--- src/rtl/mdu_pkg.sv ---
package mdu_pkg;
    localparam int BYTE_W = 8;
    localparam int HALF_W = 16;
    localparam int WORD_W = 32;
    localparam int CNT_W  = 5;
    localparam int STEP_W = $clog2(WORD_W) + 1;
    localparam int NDATA  = 6;

    localparam int A_MODE = 6;
    localparam int A_CTRL = 7;

    localparam int CB_GO   = 0;
    localparam int CB_SRST = 1;
    localparam int CB_OVF  = 2;

    localparam logic [2:0] MD_SHR   = 3'b000;
    localparam logic [2:0] MD_SHL   = 3'b001;
    localparam logic [2:0] MD_NORM  = 3'b010;
    localparam logic [2:0] MD_MUL   = 3'b100;
    localparam logic [2:0] MD_DIV16 = 3'b101;
    localparam logic [2:0] MD_DIV32 = 3'b110;

    typedef enum logic [2:0] {
        ST_IDLE = 3'd0,
        ST_ONE  = 3'd1,
        ST_MUL  = 3'd2,
        ST_DIV  = 3'd3,
        ST_RST  = 3'd4
    } state_e;
endpackage

--- src/rtl/mdu_shifter.sv ---
module mdu_shifter
    import mdu_pkg::*;
(
    input  logic [WORD_W-1:0] din,
    input  logic [CNT_W-1:0]  amt,
    output logic [WORD_W-1:0] shl,
    output logic [WORD_W-1:0] shr,
    output logic [WORD_W-1:0] nrm,
    output logic [CNT_W-1:0]  lz
);
    // Leading-zero count: the highest set bit wins; an all-zero word gives WORD_W-1.
    always_comb begin
        lz = CNT_W'(WORD_W - 1);
        for (int i = 0; i < WORD_W; i++) begin
            if (din[i]) lz = CNT_W'(WORD_W - 1 - i);
        end
    end

    assign shl = din << amt;
    assign shr = din >> amt;
    assign nrm = din << lz;

    // a nonzero word always comes out of normalization with its top bit set.
    always_comb begin
        if (din != '0) p_norm_top_r8: assert (nrm[WORD_W-1]);
    end
endmodule

--- src/rtl/mdu_iter.sv ---
module mdu_iter
    import mdu_pkg::*;
(
    input  logic              is_mul,
    input  logic [WORD_W-1:0] acc,
    input  logic [HALF_W-1:0] rem,
    input  logic [HALF_W-1:0] opnd,
    output logic [WORD_W-1:0] acc_nx,
    output logic [HALF_W-1:0] rem_nx
);
    logic [HALF_W:0]   add_s;
    logic [HALF_W:0]   hsel;
    logic [HALF_W:0]   trial;
    logic [HALF_W-1:0] diff;
    logic              fits;

    always_comb begin
        // One shift-add step of the multiplier.
        add_s = {1'b0, acc[WORD_W-1:HALF_W]} + {1'b0, opnd};
        hsel  = acc[0] ? add_s : {1'b0, acc[WORD_W-1:HALF_W]};

        // One restoring shift-subtract step of the divider.
        trial = {rem, acc[WORD_W-1]};
        fits  = trial >= {1'b0, opnd};
        diff  = trial[HALF_W-1:0] - opnd;

        if (is_mul) begin
            acc_nx = {hsel, acc[HALF_W-1:1]};
            rem_nx = rem;
        end else begin
            acc_nx = {acc[WORD_W-2:0], fits};
            rem_nx = fits ? diff : trial[HALF_W-1:0];
        end
    end

    // a partial remainder below the divisor stays below it after a step.
    always_comb begin
        if (!is_mul && opnd != '0 && rem < opnd) p_rem_bound_r4: assert (rem_nx < opnd);
    end
endmodule

--- src/rtl/mdu_unit.sv ---
module mdu_unit
    import mdu_pkg::*;
#(
    parameter int ADDR_W = 3
) (
    input  logic              clk,
    input  logic              rst_n,
    input  logic              bus_we,
    input  logic [ADDR_W-1:0] bus_addr,
    input  logic [BYTE_W-1:0] bus_wdata,
    output logic [BYTE_W-1:0] bus_rdata,
    output logic              busy
);
    localparam int LO_BYTES = WORD_W / BYTE_W;
    localparam int HI_BYTES = HALF_W / BYTE_W;

    state_e             st_q, st_d;
    logic [WORD_W-1:0]  lo_q;
    logic [HALF_W-1:0]  hi_q;
    logic [2:0]         mode_q;
    logic [CNT_W-1:0]   cnt_q;
    logic               ovf_q, srst_q;
    logic [WORD_W-1:0]  acc_q, acc_nx;
    logic [HALF_W-1:0]  rem_q, rem_nx, opnd_q;
    logic [STEP_W-1:0]  left_q;

    logic [WORD_W-1:0]  sh_l, sh_r, sh_n;
    logic [CNT_W-1:0]   sh_lz;

    logic wr_data, wr_mode, wr_ctrl, srst_req, go_req, div0, last_step;

    assign wr_data   = bus_we && (bus_addr < ADDR_W'(NDATA));
    assign wr_mode   = bus_we && (bus_addr == ADDR_W'(A_MODE));
    assign wr_ctrl   = bus_we && (bus_addr == ADDR_W'(A_CTRL));
    assign srst_req  = wr_ctrl && bus_wdata[CB_SRST] && (st_q != ST_RST);
    assign go_req    = wr_ctrl && bus_wdata[CB_GO] && !bus_wdata[CB_SRST] && (st_q == ST_IDLE);
    assign div0      = (hi_q == '0);
    assign last_step = (left_q == STEP_W'(1));
    assign busy      = (st_q == ST_ONE) || (st_q == ST_MUL) || (st_q == ST_DIV);

    mdu_shifter u_shift (
        .din (lo_q),
        .amt (cnt_q),
        .shl (sh_l),
        .shr (sh_r),
        .nrm (sh_n),
        .lz  (sh_lz)
    );

    mdu_iter u_iter (
        .is_mul (st_q == ST_MUL),
        .acc    (acc_q),
        .rem    (rem_q),
        .opnd   (opnd_q),
        .acc_nx (acc_nx),
        .rem_nx (rem_nx)
    );

    // Next-state logic
    always_comb begin
        st_d = st_q;
        unique case (st_q)
            ST_IDLE: begin
                if (go_req) begin
                    if (mode_q == MD_MUL)                             st_d = ST_MUL;
                    else if (mode_q == MD_DIV16 || mode_q == MD_DIV32) st_d = div0 ? ST_ONE : ST_DIV;
                    else                                              st_d = ST_ONE;
                end
            end
            ST_ONE:         st_d = ST_IDLE;
            ST_MUL, ST_DIV: if (last_step) st_d = ST_IDLE;
            ST_RST:         st_d = ST_IDLE;
            default:        st_d = ST_IDLE;
        endcase
        if (srst_req) st_d = ST_RST;
    end

    // State register
    always_ff @(posedge clk or negedge rst_n) begin
        if (!rst_n) st_q <= ST_IDLE;
        else        st_q <= st_d;
    end

    // Registers and datapath
    always_ff @(posedge clk or negedge rst_n) begin
        if (!rst_n) begin
            lo_q   <= '0;
            hi_q   <= '0;
            mode_q <= '0;
            cnt_q  <= '0;
            ovf_q  <= 1'b0;
            srst_q <= 1'b0;
            acc_q  <= '0;
            rem_q  <= '0;
            opnd_q <= '0;
            left_q <= '0;
        end else if (srst_req) begin
            srst_q <= 1'b1;
            mode_q <= '0;
            cnt_q  <= '0;
            ovf_q  <= 1'b0;
            left_q <= '0;
        end else begin
            srst_q <= 1'b0;
            unique case (st_q)
                ST_IDLE: begin
                    if (wr_data) begin
                        for (int i = 0; i < LO_BYTES; i++)
                            if (bus_addr == ADDR_W'(i)) lo_q[i*BYTE_W +: BYTE_W] <= bus_wdata;
                        for (int i = 0; i < HI_BYTES; i++)
                            if (bus_addr == ADDR_W'(LO_BYTES + i)) hi_q[i*BYTE_W +: BYTE_W] <= bus_wdata;
                    end
                    if (wr_mode) begin
                        mode_q <= bus_wdata[BYTE_W-1 -: 3];
                        cnt_q  <= bus_wdata[CNT_W-1:0];
                        ovf_q  <= 1'b0;
                    end
                    if (wr_ctrl) ovf_q <= 1'b0;
                    if (go_req) begin
                        opnd_q <= hi_q;
                        rem_q  <= '0;
                        if (mode_q == MD_MUL)        acc_q <= {{HALF_W{1'b0}}, lo_q[HALF_W-1:0]};
                        else if (mode_q == MD_DIV16) acc_q <= {lo_q[HALF_W-1:0], {HALF_W{1'b0}}};
                        else                         acc_q <= lo_q;
                        left_q <= (mode_q == MD_DIV32) ? STEP_W'(WORD_W) : STEP_W'(HALF_W);
                    end
                end
                ST_ONE: begin
                    case (mode_q)
                        MD_SHR:  lo_q <= sh_r;
                        MD_SHL:  lo_q <= sh_l;
                        MD_NORM: begin
                            lo_q  <= sh_n;
                            cnt_q <= sh_lz;
                        end
                        MD_DIV16, MD_DIV32: ovf_q <= 1'b1;
                        default: ;
                    endcase
                end
                ST_MUL: begin
                    acc_q  <= acc_nx;
                    left_q <= left_q - STEP_W'(1);
                    if (last_step) begin
                        lo_q  <= acc_nx;
                        ovf_q <= |acc_nx[WORD_W-1:HALF_W];
                    end
                end
                ST_DIV: begin
                    acc_q  <= acc_nx;
                    rem_q  <= rem_nx;
                    left_q <= left_q - STEP_W'(1);
                    if (last_step) begin
                        if (mode_q == MD_DIV16) lo_q[HALF_W-1:0] <= acc_nx[HALF_W-1:0];
                        else                    lo_q <= acc_nx;
                        hi_q <= rem_nx;
                    end
                end
                ST_RST: ;
                default: ;
            endcase
        end
    end

    // Read mux
    always_comb begin
        bus_rdata = '0;
        for (int i = 0; i < LO_BYTES; i++)
            if (bus_addr == ADDR_W'(i)) bus_rdata = lo_q[i*BYTE_W +: BYTE_W];
        for (int i = 0; i < HI_BYTES; i++)
            if (bus_addr == ADDR_W'(LO_BYTES + i)) bus_rdata = hi_q[i*BYTE_W +: BYTE_W];
        if (bus_addr == ADDR_W'(A_MODE)) bus_rdata = {mode_q, cnt_q};
        if (bus_addr == ADDR_W'(A_CTRL)) begin
            bus_rdata[CB_GO]   = busy;
            bus_rdata[CB_SRST] = srst_q;
            bus_rdata[CB_OVF]  = ovf_q;
        end
    end

    // Assertions
    p_rst_pulse_r11: assert property (@(posedge clk) disable iff (!rst_n)
        srst_q |=> !srst_q);
    p_rst_clear_r11: assert property (@(posedge clk) disable iff (!rst_n)
        srst_q |-> (mode_q == '0 && cnt_q == '0 && !ovf_q && !busy));
    p_busy_hold_r10: assert property (@(posedge clk) disable iff (!rst_n)
        ((st_q == ST_MUL || st_q == ST_DIV) && !last_step) |=> ($stable(lo_q) && $stable(hi_q)));
    p_div0_r6: assert property (@(posedge clk) disable iff (!rst_n)
        (st_q == ST_ONE && (mode_q == MD_DIV16 || mode_q == MD_DIV32) && !srst_req)
        |=> (ovf_q && $stable(lo_q) && $stable(hi_q)));
    p_mul_ovf_r3: assert property (@(posedge clk) disable iff (!rst_n)
        (st_q == ST_MUL && last_step && !srst_req) |=> (ovf_q == (lo_q[WORD_W-1:HALF_W] != '0)));
    p_norm_r8: assert property (@(posedge clk) disable iff (!rst_n)
        (st_q == ST_ONE && mode_q == MD_NORM && lo_q != '0 && !srst_req) |=> lo_q[WORD_W-1]);
    p_ovf_clear_r9: assert property (@(posedge clk) disable iff (!rst_n)
        (st_q == ST_IDLE && (wr_ctrl || wr_mode)) |=> !ovf_q);
endmodule

--- config.mk ---
export PLATFORM = sky130hd
export DESIGN_NAME = mdu_unit
export DESIGN_NICKNAME = d
export VERILOG_FILES = /design/src/rtl/mdu_pkg.sv /design/src/rtl/mdu_shifter.sv /design/src/rtl/mdu_iter.sv /design/src/rtl/mdu_unit.sv
export SDC_FILE = /design/constraint.sdc
export NUM_CORES = 1
export LEC_CHECK = 0
export BUFFER_PORTS_ARGS = -buffer_cell sky130_fd_sc_hd__clkbuf_2
export CAP_MARGIN = 15
export CORE_ASPECT_RATIO = 0.6
export CORE_MARGIN = 2
export CORE_UTILIZATION = 40
export DETAILED_ROUTE_END_ITERATION = 8
export GPL_TIMING_DRIVEN = 1
export PLACE_DENSITY = 0.62
export RECOVER_POWER = 100
export SLEW_MARGIN = 20
export SYNTH_ARGS = -nofsm -noshare
export SYNTH_HDL_FRONTEND = slang
export SYNTH_SLANG_ARGS = --single-unit
--- constraint.sdc ---
create_clock -name clk -period 6.7 [get_ports clk]
set_input_delay 1.005 -clock clk [delete_from_list [all_inputs] [get_ports clk]]
set_output_delay 1.005 -clock clk [all_outputs]
set_load 0.03 [all_outputs]
-- Word-level counts from Yosys, hierarchy flattened
Cells that the tools add are included.
W data, S select, Z words.
- add/subtract/negate cells: 3
- $mul: 0
- div/mod/pow operators: 0
- order comparisons: 2
- equal/unequal tests: 36
- shift-type cells: 3
- mux-type cells: 89
- bitwise gates (word level): 1
- reductions and logical operators: 41
- operator list (kind ; count):
    $mux W32 ; 7
    $pmux W32 S4 ; 1
    $mux W8 ; 13
    $mux W16 ; 6
    $pmux W32 S3 ; 1
    $mux W5 ; 19
    $pmux W16 S2 ; 2
    $pmux W32 S2 ; 1
    $shl A32 B5 Y32 ; 2
    $mux W3 ; 11
    $mux W4 ; 8
    $shr A32 B5 Y32 ; 1
    $eq A3 B3 Y1 const B ; 7
    $mux W6 ; 3
    $add A16 B16 Y17 ; 1
    $ge A17 B16 Y1 ; 1
    $mux W17 ; 1
    $logic_not A16 Y1 ; 1
    $reduce_and A8 Y1 ; 2
    $reduce_or A16 Y1 ; 1
    $sub A16 B16 Y16 ; 1
    $eq A3 B2 Y1 const B ; 5
    $reduce_and A7 Y1 ; 2
    $ne A2 B1 Y1 const B ; 6
    other kinds (29) ; 72
- register bits after elaboration: 131
- latch bits: 0
- memory bits (writable): 0
- ROM bits: 0
- bits of input ports: 14
- output and inout bits: 9
- logic and storage cells: 190
- memories kept: 0

-- Logic depth before layout (Yosys ltp)
Gate-level depths: netlist of the first run.
- depth in word-level cells: 34
- depth in mapped cells: 14
- gate-level depth less buffers: 14

-- Hierarchy
From an unflattened synthesis of the first run, not the netlist that was laid out.
- cell total of the unflattened synthesis: 2009
- area total of the unflattened synthesis: 15752.6 um^2
- by module, submodules not included (module ; instances ; cells each ; area an instance (um^2)):
    mdu_unit ; 1 ; 882 ; 8495.6
    mdu_shifter ; 1 ; 783 ; 4913.5
    mdu_iter ; 1 ; 344 ; 2343.5

-- Least setup slack after synthesis of the first run
OpenSTA, ideal clock, no wires.
- path kind: input to output
- start: input port bus_addr[1]
- end: output port bus_rdata[1]
- arrival time: 2.867 ns
- data required time: 5.695 ns
- setup slack: 2.828 ns
- cell stages on the path: 5
- cells stage by stage: buf_1 > buf_1 > o21ai_0 > o221a_2 > o21ai_0
- cells in the longest elaborated chain, start to end: 9
- elaborated cells on any way between the ends: 16
- those cells by class: eq/ne (7); mux (8); reduce/logical (1)
- ends and longest elaborated chain (what ; RTL line ; source):
    from (decl) ; mdu_unit.sv:9 ; input logic [ADDR_W-1:0] bus_addr,
    $logic_not A3 Y1 ; mdu_unit.sv:168 ; if (bus_addr == ADDR_W'(i)) bus_rdata = lo_q[i*BYTE_W +: BYTE_W];
    $mux W8 (4 in a row) ; mdu_unit.sv:168 ;
    $mux W8 (2 in a row) ; mdu_unit.sv:170 ; if (bus_addr == ADDR_W'(LO_BYTES + i)) bus_rdata = hi_q[i*BYTE_W +: BYTE_W];
    $mux W8 ; mdu_unit.sv:171 ; if (bus_addr == ADDR_W'(A_MODE)) bus_rdata = {mode_q, cnt_q};
    $mux W3 (*) ; mdu_unit.sv:172 ; if (bus_addr == ADDR_W'(A_CTRL)) begin
    to (decl) ; mdu_unit.sv:11 ; output logic [BYTE_W-1:0] bus_rdata,
Every way passes the cells marked *; elsewhere a longest branch is shown, timed or not.

-- Worst setup path after layout of the first run
- start: register mode_q[1]
- end: register lo_q[9]
- cells in the longest elaborated chain, start to end: 3
- elaborated cells on any way between the ends: 7
- those cells by class: eq/ne (3); mux (2); reduce/logical (2)
- ends and longest elaborated chain (what ; RTL line ; source):
    from (decl) ; mdu_unit.sv:20 ; logic [2:0] mode_q;
    from (signal assigned) ; mdu_unit.sv:114 ; mode_q <= bus_wdata[BYTE_W-1 -: 3];
    $eq A3 B2 Y1 (tied with other cells) ; mdu_unit.sv:129 ; case (mode_q)
    $pmux W32 S3 / $ne A4 B1 Y1 (equally long branches) ; - ;
    $pmux W32 S4 / $reduce_and A7 Y1 (equally long branches) ; - ;
    to (signal, indexed assignment) ; mdu_unit.sv:109 ; if (bus_addr == ADDR_W'(i)) lo_q[i*BYTE_W +: BYTE_W] <= bus_wdata;
    to (signal assigned) ; mdu_unit.sv:130 ; MD_SHR: lo_q <= sh_r;
    to (signal assigned) ; mdu_unit.sv:131 ; MD_SHL: lo_q <= sh_l;
    to (decl) ; mdu_unit.sv:18 ; logic [WORD_W-1:0] lo_q;
Several ways; a longest one is shown, not always the timed one.
A chain may end at the register's enable or synchronous reset.

==> reports/metrics.yaml, run 1 <==
run_status:
  status: "complete, but fails checks"
  violations: "capacitance limit, slew limit"
clock_tree:
  clockRootBuffer: "clkbuf_16"
  insertion_delay_ps: 460
  hold_buffers: 0
  cts_tree: "yes"
  cts_max_level: 4
  clock_path_buffers: 2
  ctsResizeCount: 0
  cts_buffers: 17
  cts_setup_buffers: 0
  clock-sinks: 131
  clk_pin_slew_worst_paths_ps: 70
setup_path:
  startpoint_type: "flop"
  critPathArrivalTime_ps: 5640
  required_ps: 7050
  crit_path_max_fanout: 15
  path_class: "flop to flop"
  cp-end-kind: "flop"
sta:
  slew_violations: 138
  fin_skew_ps: 14.7
  finalCritPeriodShare: 0.788
  tightestPinTransition_ps: 4740
  max_freq_mhz: 189
  fin_crit_ps: 5280
  timing.hold.ws_ps: 516
  setup_ws_ps: 1420
  slew-limit-headroom: -2.16
  rsz0062_at_grt: "no"
  hold_viol_final: 0
  finalSetupTns_ps: 0
  setup_viol: 0
synth:
  syn-num-nets: 1821
  synth.cell_area_mm2: 0.0135
  synthXorXnorAreaFrac: 0.0162
  synth_flop_cell: "dfrtp_1"
  synth_fa_ha_area_frac: 0.0352
  synth_top_family_by_area: "compound AO/OA/AOI/OAI gates"
  synth-simple-area-share: 0.205
  synth_edf_count: 0
  seq_area_frac_synth: 0.243
  muxShareOfSynthArea: 0.163
  syn_area_per_cell_um2: 7.63
  synth_seq_cells: 131
  async_flop_share: 1.00
  synth_compound_area_frac: 0.277
  ys_types: 96
  syn_inst: 1771
  ys.warnings.count: 0
placed_design:
  hpwl_um: 45700
  io_buffer_count: 22
  place_ws_ps: 2060
  place_congestion: 1.02
global_route:
  grt_pass1_vias: 13500
  gr-usage-all-layers: 0.356
  grt_overflow_total: 0
  grt_pass1_wl_um: 91900
  grt_max_degree: 78
  antenna_found_initial: 3
drt:
  viasPerCell: 6.84
  routed_wl_um: 62600
  routedWlPerCell_um: 28.6
  drt-initial-drc-count: 2492
  antenna_left: 0
  drt-pass1-iter-count: 8
  via_count: 15000
  drc_errors: 0
power:
  p_total_mw: 8.87
  power_leakage_nw: 5.91
  p_per_area_mw_per_mm2: 608
  p_clk_frac: 0.122
  net-switching-power_mw: 5.02
  seqPwrFrac: 0.195
  combPwrFrac: 0.683
  swShare: 0.566
  irDropWorstVdd_uv: 306
  p_int_mw: 3.85
flow_run:
  cap_violations: 4
floorplan:
  ios: 23
  die_h_um: 146
  coreArea_mm2: 0.0335
  initial_utilization: 0.403
  placementRows: 52
  die_w_um: 241
  die_area_mm2: 0.0353
hold_path:
  hp-class: "flop to flop"
final_layout:
  multi_input_area_mm2: 0.00941
  ff_latch_area_mm2: 0.00328
  finalNetCount: 1765
  fillers: 3371
  final_layout_size_suffix_gt1_frac: 0.106
  syn_to_final_growth_pct: 7.92
[cell type report]
class	count	area share
diodes	3	0.000515
clock buffers	17	0.0292
clock inverters	15	0.0154
inverters	54	0.0139
multi-input cells	1437	0.645
flip-flops and latches	131	0.225
well taps	459	0.0394
repair buffers	74	0.0322
[metrics by stage]
stage	instance area, um^2	utilization	std cells
finish	14600	0.435	2190
global route	14600	0.435	2187
CTS	14700	0.437	2186
detailed placement	14000	0.418	2154
global placement	14000	0.418	2154
floorplan	13500	-	1771
[power groups by stage]
stage	Sequential, mW	Combinational (mW)	Clock (mW)
floorplan	1.35	4.12	0
global placement	1.67	5.75	0
detailed placement	1.68	5.75	0
CTS	1.67	5.79	1.08
global route	1.73	6.41	1.12
finish	1.73	6.06	1.09
[synthesized netlist by cell type (all sizes together) (6+ instances only)]
master   number  share of area
nor3         44          0.017
ha           34          0.031
o21a         12         0.0067
nor4         16         0.0079
xnor2        16          0.010
o2111ai       6         0.0039
and2         10         0.0046
buf          39          0.016
nor2b        12         0.0056
mux2         40          0.034
mux4         26          0.043
nor2        192          0.053
o311ai        7         0.0045
a211oi       24          0.014
a21oi       174          0.064
nand2b       10         0.0046
o31ai        23          0.014
o221ai        9         0.0063
o22ai        23          0.011
a21o         18          0.010
nand2       255          0.072
or4           6         0.0036
a22oi        11         0.0071
a31oi        27          0.012
o32ai         6         0.0044
nand3        37          0.014
nand4         8         0.0037
o21ai       119          0.045
dfrtp       131           0.24
inv          51          0.014
a221oi       23          0.015
a22o         11         0.0071
mux2i       112          0.085
or3           7         0.0032
clkbuf      110          0.031
o211ai       24          0.013
xor2          9         0.0058
and3         12         0.0056
[final timing paths]
check / startpoint / end / slack, ps / cells past startpoint
setup / recovery: mode_q[1] / lo_q[9] / 1420 / 11
hold / removal: rem_q[12] / rem_q[12] / 520 / 2
setup reg to reg: mode_q[1] / lo_q[9] / 1420 / 11
hold reg to reg: rem_q[12] / rem_q[12] / 520 / 2
max in group asynchronous: rst_n / lo_q[22] / 1790 / 1
min in group asynchronous: rst_n / opnd_q[6] / 2250 / 1
[cells by family (layout without fill, tap and decap cells)]
logic type | Yosys count | count (layout)
AO/OA/AOI/OAI | 571 | 571
multiplexers | 178 | 178
buffers and inverters | 203 | 160
AND/OR/NAND/NOR | 626 | 626
XOR/XNOR | 25 | 25
flip-flops | 131 | 131
other | 0 | 3
adder cells (fa/ha/maj) | 37 | 37
[cell usage in the layout (no fill, tap or decap), types with 18 or more instances in the layout]
cell,Yosys,layout
a221oi_1,22,22
mux2_2,34,30
o211ai_1,24,24
ha_1,34,34
buf_4,4,45
nand2_1,253,254
o22ai_1,23,23
nand3_1,37,37
a211oi_1,23,22
nor3_1,43,42
a21oi_1,174,171
dfrtp_1,131,130
a21o_1,18,18
inv_1,51,51
mux2i_1,110,111
a31oi_1,27,26
o31ai_1,22,22
mux4_2,26,26
nor2_1,191,192
o21ai_0,110,113
[state kept, by name, indices dropped and copies added (netlist names), 3 cells and up]
register / count
lo_q: 32
cnt_q: 5
rem_q: 16
opnd_q: 16
acc_q: 32
st_q: 3
hi_q: 16
mode_q: 3
left_q: 6
[layer usage]
layer / share of wire / GRT usage
met5: 0.00066 / 0
met4: 0.025 / 0.0883
met3: 0.17 / 0.169
met2: 0.35 / 0.413
met1: 0.45 / 0.560
[critical path: stages (launching register included)]
cell and delay [ps]:
dfrtp_1 650, nor3b_1 250, buf_4 260, mux2i_1 940, nand3_1 350, a211oi_1 690, nor2_1 500, mux2i_1 240
a22o_1 300, nor2_1 350, o211ai_1 290, a31oi_1 330
(Power assumes the default switching activity.)
==> inputs of run 2 (changes only) <==
clock period = 4.9 ns   (was 6.7 ns; I/O delays follow)
==> run 2 against run 1 <==
The flow still finishes with violations (capacitance limit, slew limit). Worst setup slack lost 1100 ps. Via count shrank 0.63%. Utilization is essentially flat. Highest routed layer unchanged.
==> reports/metrics.yaml, run 2 (same netlist as run 1, synthesis figures left out) <==
setup_path:
  startpoint_type: "flop"
  required_ps: 5260
  path_cells: "or3_1, a211oi_1, a211oi_2, nor2_1, mux2i_1, o221a_2, a21oi_1, o31ai_1, o22ai_1"
  rrSetupSlack_ps: 270
  critPathArrivalTime_ps: 4990
  cpPeakStageDelay_ps: 940
  cp-end-kind: "flop"
  crit_slowest_cell: "nor2_1"
  path_class: "flop to flop"
  crit_path_max_fanout: 16
floorplan:
  coreArea_mm2: 0.0335
  die_w_um: 241
  initial_utilization: 0.403
  die_h_um: 146
  placementRows: 52
  ios: 23
  die_area_mm2: 0.0353
final_layout:
  finalNetCount: 1780
  design_area_mm2: 0.0146
  multi_input_area_mm2: 0.00941
  fillers: 3379
  top_regs: "acc_q: 32 flops, lo_q: 32 flops"
  final_cell_mix: "nand2_1, nor2_1, a21oi_1, dfrtp_1, o21ai_0"
  final_layout_size_suffix_gt1_frac: 0.111
  syn_to_final_growth_pct: 7.91
  diodes: 0
  ff_latch_area_mm2: 0.00328
  layout_commonest_cell: "nand2_1"
clock_tree:
  cts_max_level: 4
  clock-sinks: 131
  clockRootBuffer: "clkbuf_16"
  ctsResizeCount: 0
  clock_path_buffers: 2
  clk_pin_slew_worst_paths_ps: 60
  cts_buffers: 17
  cts_setup_buffers: 0
  cts_tree: "yes"
  insertion_delay_ps: 450
  hold_buffers: 0
global_route:
  grt_pass1_vias: 13600
  antenna_found_initial: 2
  grt_overflow_total: 0
  grt_pass1_wl_um: 89300
  grt_max_degree: 56
  gr-usage-all-layers: 0.344
placed_design:
  dpl-instance-area_mm2: 0.0141
  io_buffer_count: 22
  hpwl_um: 46000
  place_congestion: 1.11
drt:
  drc_errors: 0
  routedWlPerCell_um: 27.7
  routed_wl_um: 61100
  drt-pass1-iter-count: 7
  antenna_left: 0
  viasPerCell: 6.76
  via_count: 14900
  drt-initial-drc-count: 2516
sta:
  fin_crit_ps: 4630
  max_freq_mhz: 216
  finalCritPeriodShare: 0.945
  rsz0062_at_grt: "no"
  setup_viol: 0
  fin_skew_ps: 12.4
  finalSetupTns_ps: 0
  slew-limit-headroom: -1.19
  tightestPinTransition_ps: 3290
  hold_viol_final: 0
  slew_violations: 56
power:
  power_leakage_nw: 5.92
  p_per_area_mw_per_mm2: 809
  irDropWorstVdd_uv: 305
run_status:
  violations: "capacitance limit, slew limit"
  status: "complete, but fails checks"
flow_run:
  cap_violations: 1
hold_path:
  hp-class: "flop to flop"
## run 2: changes by cell type in the layout (fill, tap and decap cells not counted), moves of 2 or more
| cell | change |
|---|---|
| clkinvlp_4 | +4 |
| clkinv_4 | -2 |
| clkbuf_8 | +4 |
| a21oi_1 | +3 |
| inv_6 | -2 |
| bufinv_16 | -4 |
| diode_2 | -3 |
| a21oi_2 | -2 |
| buf_4 | +12 |
| clkbuf_1 | +5 |
## run 2: per-layer routing
metal / vias to the layer above / share of wire / GRT usage
li1: 6463 / - / -
met1: 7096 / 0.43 / 0.509
met2: 1147 / 0.35 / 0.410
met3: 181 / 0.18 / 0.189
met4: 8 / 0.031 / 0.0929
met5: - / 0.0046 / 0.0441
## run 2: cell type report
| cell class | instances | share of cell area |
|---|---|---|
| clock buffer | 22 | 0.0332 |
| clock inverter | 10 | 0.00523 |
| inverter | 54 | 0.0139 |
| multi-input combinational | 1437 | 0.645 |
| sequential | 131 | 0.225 |
| tap | 459 | 0.0394 |
| timing repair buffer | 89 | 0.0386 |
## run 2: power breakdown
group	total, mW	internal (mW)	switching [mW]	leakage, nW
Sequential	2.48	1.51	0.972	1.51
Combinational	8.05	2.92	5.13	4.15
Clock	1.27	0.702	0.565	0.257
## run 2: metrics by stage
step	power [mW]	instances	util	hold WS, ps	worst slack [ps]
final	11.8	2202	0.435	513	269
after global placement	10.0	2170	0.421	492	834
after floorplan	7.48	1771	-	439	1570
after detailed placement	10.1	2170	0.421	496	763
after CTS	11.4	2202	0.438	280	751
after global routing	12.3	2202	0.435	542	287
## run 2: final timing paths
| path | from | to | depth (start not counted) |
|---|---|---|---|
| worst max-delay path | lo_q[21] | lo_q[29] | 9 |
| worst min-delay path | rem_q[15] | rem_q[15] | 1 |
| worst max register to register | lo_q[21] | lo_q[29] | 9 |
| worst min register to register | rem_q[15] | rem_q[15] | 1 |
| max in group asynchronous | rst_n | cnt_q[0] | 2 |
| min in group asynchronous | rst_n | opnd_q[8] | 1 |
## run 2: critical path, delay by kind of cell (launching register included)
| family | cells | cell delay [ps] |
|---|---|---|
| AOI/OAI and AO/OA | 6 | 2000 |
| and+or+nand+nor | 2 | 1500 |
| DFF | 1 | 700 |
| muxes | 1 | 310 |
